## config.mk

```make
export PLATFORM = sky130hd
export DESIGN_NAME = dual_issue_pair
export DESIGN_NICKNAME = d
export VERILOG_FILES = /design/src/rtl/dip_pkg.sv /design/src/rtl/dip_grp_norm.sv /design/src/rtl/dip_pair_judge.sv /design/src/rtl/dip_pipe_steer.sv /design/src/rtl/dual_issue_pair.sv
export SDC_FILE = /design/constraint.sdc
export NUM_CORES = 1
export LEC_CHECK = 0
export ABC_AREA = 1
export ABC_CLOCK_PERIOD_IN_PS = 2200
export BUFFER_PORTS_ARGS = -buffer_cell sky130_fd_sc_hd__buf_2
export CAP_MARGIN = 10
export CORE_AREA = 2 2 39 41
export DETAILED_ROUTE_END_ITERATION = 10
export DIE_AREA = 0 0 41 43
export PLACE_DENSITY = 0.64
export SKIP_LAST_GASP = 1
export SYNTH_ARGS = -nofsm -noshare
export SYNTH_HDL_FRONTEND = slang
export SYNTH_HIERARCHICAL = 1
export SYNTH_SLANG_ARGS = --single-unit
```

## constraint.sdc

```tcl
create_clock -name vclk -period 2.2
set_input_delay 0.44 -clock vclk [all_inputs]
set_output_delay 0.44 -clock vclk [all_outputs]
set_load 0.02 [all_outputs]
```

## src/rtl/dip_pkg.sv

```systemverilog
package dip_pkg;

    localparam int GRP_W  = 3;
    localparam int PIPE_N = 4;

    // bit positions of the one-hot pipe vector
    localparam int PIPE_INT = 0;
    localparam int PIPE_LS  = 1;
    localparam int PIPE_BR  = 2;
    localparam int PIPE_FE  = 3;

    typedef enum logic [GRP_W-1:0] {
        GRP_INT = 3'd0,
        GRP_LS  = 3'd1,
        GRP_BR  = 3'd2,
        GRP_BO  = 3'd3,
        GRP_FE  = 3'd4,
        GRP_NS  = 3'd5
    } grp_e;

    typedef enum logic [1:0] {
        VERDICT_HOLD = 2'd0,
        VERDICT_SOLO = 2'd1,
        VERDICT_DUAL = 2'd2
    } verdict_e;

    typedef logic [PIPE_N-1:0] pipe_vec_t;

endpackage

```

## src/rtl/dip_grp_norm.sv

```systemverilog
module dip_grp_norm
    import dip_pkg::*;
(
    input  logic [GRP_W-1:0] code_i,
    output grp_e             grp_o
);

    // the two spare codes fold onto the serialising group
    always_comb begin
        if (code_i > GRP_W'(GRP_NS)) begin
            grp_o = GRP_NS;
        end else begin
            grp_o = grp_e'(code_i);
        end
    end

endmodule

```

## src/rtl/dip_pair_judge.sv

```systemverilog
module dip_pair_judge
    import dip_pkg::*;
(
    input  logic     rdy_i,
    input  logic     old_vld_i,
    input  logic     yng_vld_i,
    input  grp_e     old_grp_i,
    input  grp_e     yng_grp_i,
    output verdict_e verdict_o
);

    logic can_issue;
    logic any_ns;
    logic same_grp;
    logic both_bo;
    logic pair_ok;

    always_comb begin
        can_issue = rdy_i && old_vld_i;
        any_ns    = (old_grp_i == GRP_NS) || (yng_grp_i == GRP_NS);
        same_grp  = (old_grp_i == yng_grp_i);
        both_bo   = (old_grp_i == GRP_BO) && (yng_grp_i == GRP_BO);
        pair_ok   = yng_vld_i && !any_ns && (!same_grp || both_bo);
    end

    always_comb begin
        unique case ({can_issue, pair_ok})
            2'b11:   verdict_o = VERDICT_DUAL;
            2'b10:   verdict_o = VERDICT_SOLO;
            default: verdict_o = VERDICT_HOLD;
        endcase
    end

    // a serialising group never yields a paired verdict
    always_comb begin
        if (verdict_o == VERDICT_DUAL) begin
            assert_ns_alone_R6: assert (old_grp_i != GRP_NS && yng_grp_i != GRP_NS)
                else $error("serialising instruction paired");
        end
    end

endmodule

```

## src/rtl/dip_pipe_steer.sv

```systemverilog
module dip_pipe_steer
    import dip_pkg::*;
(
    input  verdict_e  verdict_i,
    input  grp_e      old_grp_i,
    input  grp_e      yng_grp_i,
    output pipe_vec_t old_pipe_o,
    output pipe_vec_t yng_pipe_o
);

    // fixed home pipe of a group; the flexible group defaults to integer
    function automatic pipe_vec_t home_pipe(grp_e g);
        pipe_vec_t v;
        v = '0;
        unique case (g)
            GRP_LS:  v[PIPE_LS]  = 1'b1;
            GRP_BR:  v[PIPE_BR]  = 1'b1;
            GRP_FE:  v[PIPE_FE]  = 1'b1;
            default: v[PIPE_INT] = 1'b1;
        endcase
        return v;
    endfunction

    pipe_vec_t old_dual;
    pipe_vec_t yng_dual;

    // the flexible slot takes whichever of integer / load-store is left
    always_comb begin
        old_dual = home_pipe(old_grp_i);
        if (old_grp_i == GRP_BO && yng_grp_i == GRP_INT) begin
            old_dual = '0;
            old_dual[PIPE_LS] = 1'b1;
        end
        yng_dual = home_pipe(yng_grp_i);
        if (yng_grp_i == GRP_BO && old_dual[PIPE_INT]) begin
            yng_dual = '0;
            yng_dual[PIPE_LS] = 1'b1;
        end
    end

    always_comb begin
        unique case (verdict_i)
            VERDICT_DUAL: begin
                old_pipe_o = old_dual;
                yng_pipe_o = yng_dual;
            end
            VERDICT_SOLO: begin
                old_pipe_o = home_pipe(old_grp_i);
                yng_pipe_o = '0;
            end
            default: begin
                old_pipe_o = '0;
                yng_pipe_o = '0;
            end
        endcase
    end

    // paired instructions never share a pipe
    always_comb begin
        if (verdict_i == VERDICT_DUAL) begin
            assert_no_pipe_clash_R9: assert ((old_pipe_o & yng_pipe_o) == '0)
                else $error("two instructions on one pipe");
        end
    end

endmodule

```

## src/rtl/dual_issue_pair.sv

```systemverilog
module dual_issue_pair
    import dip_pkg::*;
#(
    parameter int SLOTS = 2
) (
    input  logic             rdy_i,
    input  logic             old_vld_i,
    input  logic [GRP_W-1:0] old_grp_i,
    input  logic             yng_vld_i,
    input  logic [GRP_W-1:0] yng_grp_i,
    output logic             old_fire_o,
    output logic             yng_fire_o,
    output logic [PIPE_N-1:0] old_pipe_o,
    output logic [PIPE_N-1:0] yng_pipe_o
);

    localparam int OLD = 0;
    localparam int YNG = SLOTS - 1;

    logic [SLOTS-1:0][GRP_W-1:0] code_w;
    grp_e                        grp_w [SLOTS];
    verdict_e                    verdict;
    pipe_vec_t                   old_pipe;
    pipe_vec_t                   yng_pipe;

    assign code_w[OLD] = old_grp_i;
    assign code_w[YNG] = yng_grp_i;

    for (genvar s = 0; s < SLOTS; s++) begin : g_norm
        dip_grp_norm u_norm (
            .code_i (code_w[s]),
            .grp_o  (grp_w[s])
        );
    end

    dip_pair_judge u_judge (
        .rdy_i     (rdy_i),
        .old_vld_i (old_vld_i),
        .yng_vld_i (yng_vld_i),
        .old_grp_i (grp_w[OLD]),
        .yng_grp_i (grp_w[YNG]),
        .verdict_o (verdict)
    );

    dip_pipe_steer u_steer (
        .verdict_i  (verdict),
        .old_grp_i  (grp_w[OLD]),
        .yng_grp_i  (grp_w[YNG]),
        .old_pipe_o (old_pipe),
        .yng_pipe_o (yng_pipe)
    );

    always_comb begin
        unique case (verdict)
            VERDICT_DUAL: begin
                old_fire_o = 1'b1;
                yng_fire_o = 1'b1;
            end
            VERDICT_SOLO: begin
                old_fire_o = 1'b1;
                yng_fire_o = 1'b0;
            end
            default: begin
                old_fire_o = 1'b0;
                yng_fire_o = 1'b0;
            end
        endcase
        old_pipe_o = old_pipe;
        yng_pipe_o = yng_pipe;
    end

    always_comb begin
        // in-order issue
        assert_in_order_R4: assert (!yng_fire_o || old_fire_o)
            else $error("younger issued without older");
        // blocked issue
        assert_blocked_R2: assert ((rdy_i && old_vld_i) || (!old_fire_o && !yng_fire_o))
            else $error("issue while blocked");
        // pipe vector matches fire
        assert_old_onehot_R9: assert (old_fire_o ? $onehot(old_pipe_o) : (old_pipe_o == '0))
            else $error("older pipe not one-hot");
        assert_yng_onehot_R9: assert (yng_fire_o ? $onehot(yng_pipe_o) : (yng_pipe_o == '0))
            else $error("younger pipe not one-hot");
        // same raw group cannot pair unless flexible
        assert_same_grp_R5: assert (!(yng_fire_o && old_grp_i == yng_grp_i) || old_grp_i == GRP_W'(GRP_BO))
            else $error("same group paired");
    end

endmodule

```

==> impl_metrics.py <==
metrics = {
    "power_and_ir_drop": {
        "power_density_over_the_cells_nw_per_um2": 173,
        "power.static_leakage_nw": 0.366,
        "vdd_ir_drop_max_uv": 86.2,
    },
    "detailed_routing": {
        "wire_per_inst_um": 9.41,
        "drt-pass1-iter-count": 2,
        "drcViolationCount": 0,
        "drt-initial-drc-count": 2,
        "route.final.wire_length_um": 1090,
        "num_vias": 520,
        "routed_via_density": 4.48,
        "ant_nets": 0,
    },
    "timing": {
        "finalHoldViolations": 0,
        "period_minus_slack_ns": 2.38,
        "setup_violations": 9,
        "post_route_worst_setup_slack_ns": -0.178,
        "timing.slew.headroom": 0.866,
        "clock.fmax_mhz": 420,
        "fin_crit_sh": 1.08,
        "grt_setup_unrepaired": "true",
        "hold-worst-slack_ns": 1.39,
        "slew_viol_final": 0,
        "tightestPinTransition_ns": 0.200,
    },
    "yosys": {
        "synth.most_common_cell": "sky130_fd_sc_hd__nor2_1",
        "synth.yosys.seq_area_share": 0,
        "netlist_area_sq_um": 338,
        "synth.distinct_cells": 14,
        "synth_top_cell_by_area": "sky130_fd_sc_hd__nor2_1",
        "synth.yosys.warnings": 6,
        "yosys-top-cells-count": "sky130_fd_sc_hd__nor2_1, sky130_fd_sc_hd__nand2_1, sky130_fd_sc_hd__inv_1",
        "synth_top_cells_by_area": "sky130_fd_sc_hd__nor2_1, sky130_fd_sc_hd__nand2_1, sky130_fd_sc_hd__inv_1",
        "syn_avg_cell_area_sq_um": 4.63,
        "synth_top_area_share": 0.211,
        "syn-num-nets": 85,
        "netlist_instances": 73,
    },
    "global_routing": {
        "grt_overflow_total": 0,
        "first_global_vias": 467,
        "initial_antenna_violation_count": 0,
        "first_pass_grt_wire_length_um": 1840,
        "gr-usage-all-layers": 0.139,
        "largest_net_degree_at_the_start_of_global_routing": 7,
    },
    "floorplanning": {
        "starting_density_of_the_core": 0.244,
        "die_width_um": 41,
        "ioPinCount": 19,
        "design.core.area_sq_um": 1380,
        "dieHeight_um": 43,
        "cell_rows": 14,
        "floorplan.die_area_sq_um": 1760,
    },
    "cells_and_area": {
        "seq_area_sq_um": 0,
        "area_growth_pct": 132,
        "final_layout_size_suffix_gt1_frac": 0.660,
        "clock_buffers": 0,
        "end_of_flow_core_utilization": 0.566,
        "insertedDiodeCount": 0,
        "final_nets": 114,
        "flops_and_latches": 0,
    },
    "worst_setup_path": {
        "critical_path_arrival_ns": 1.94,
        "critical_path.max_stage_delay_ns": 0.22,
        "crit_chain": "buf_8 > inv_8 > nor2_4 > inv_2 > nand2_1 > nand2_1 > nor2_2 > nand3_2 > a21oi_4 > inv_2 > ha_4 > nor2_4 > inv_4 > nor3_4 > buf_6",
        "worstSetupStartpointType": "primary input",
        "cp_data_required_time_ns": 1.76,
        "cell_with_the_largest_stage_delay_on_the_worst_path": "sky130_fd_sc_hd__ha_4",
        "worstPathMaxFanout": 4,
        "worst-setup-path-type": "in -> out",
        "worst_setup_path_end_kind": "output port",
    },
    "outcome": {
        "status": "complete, but fails checks",
        "failed_checks": "setup timing",
    },
    "placement": {
        "finalWeightedCongestion": 0.681,
        "place_hpwl_um": 789,
        "port-buffer-count": 19,
    },
    "hold_path": {
        "holdCritPathClass": "in -> out",
    },
    "job": {
        "timing.max_cap.violations": 0,
    },
}
final timing paths:
check,to,cells after the start,slack (ns),start
worst max-delay path,old_pipe_o[0],15,-0.18,yng_grp_i[1]
worst min-delay path,yng_pipe_o[0],6,1.39,yng_grp_i[2]
cells by family after synthesis:
group	after synthesis	share of synthesized area
adders and majority gates	3	0.111
buffers and inverters	18	0.200
and+or+nand+nor	47	0.604
xor gates and xnor gates	1	0.0259
AOI/OAI and AO/OA	4	0.0593
cell usage in the layout (no fill, tap or decap), drive strengths merged:
master  netlist  layout
nand4         1       1
a21oi         4       4
inv          16      16
nand3         5       5
nand3b        2       2
buf           0      29
nor2         20      20
xnor2         1       1
nand2        18      18
ha            3       3
nor3          1       1
power breakdown:
part	switching (mW)	leakage, nW	internal [mW]	total, mW
clock	0	0	0	0
combinational	0.0739	0.366	0.0620	0.136
sequential	0	0	0	0
total	0.0739	0.366	0.0620	0.136
per-layer routing:
| metal | GRT usage | up-vias | part of all wire |
|---|---|---|---|
| li1 | - | 276 | - |
| met1 | 0.156 | 236 | 0.37 |
| met2 | 0.281 | 8 | 0.60 |
| met3 | 0 | 0 | 0.031 |
| met4 | 0 | 0 | 0 |
| met5 | 0 | - | 0 |
worst max-delay path, delay by kind of cell:
kind / cells / cell delay (ns)
AOI/OAI and AO/OA: 1 / 0.21
adders and majority gates: 1 / 0.22
buffers and inverters: 6 / 0.43
and+or+nand+nor: 7 / 0.64
timing repair:
| action | 4_1_cts | 5_1_grt |
|---|---|---|
| endpoints found under the setup margin | 9 | 10 |
| setup buffers | 1 | 0 |
| gates resized for setup | 47 | 11 |
| pin swaps | 10 | 3 |
| hold buffers | 0 | 0 |
cell type report:
| type | count | area [sq um] |
|---|---|---|
| multi-input cells | 55 | 427 |
| fillers | 141 | 601 |
| well taps | 16 | 20.0 |
| repair buffers | 29 | 259 |
| inverters | 16 | 77.6 |
stage by stage:
stage / instance area, sq um / setup TNS (ns) / setup slack, ns / instances / total power [mW]
after floorplan: 409 / -0.0297 / -0.0297 / 73 / 0.0645
after global placement: 583 / -1.83 / -0.296 / 115 / 0.0951
after detailed placement: 583 / -2.32 / -0.370 / 115 / 0.0978
after CTS: 743 / -0.859 / -0.171 / 116 / 0.128
after global routing: 783 / -2.07 / -0.295 / 116 / 0.148
final: 783 / -0.995 / -0.178 / 116 / 0.136
No activity file was read; power rests on OpenSTA's default activity.
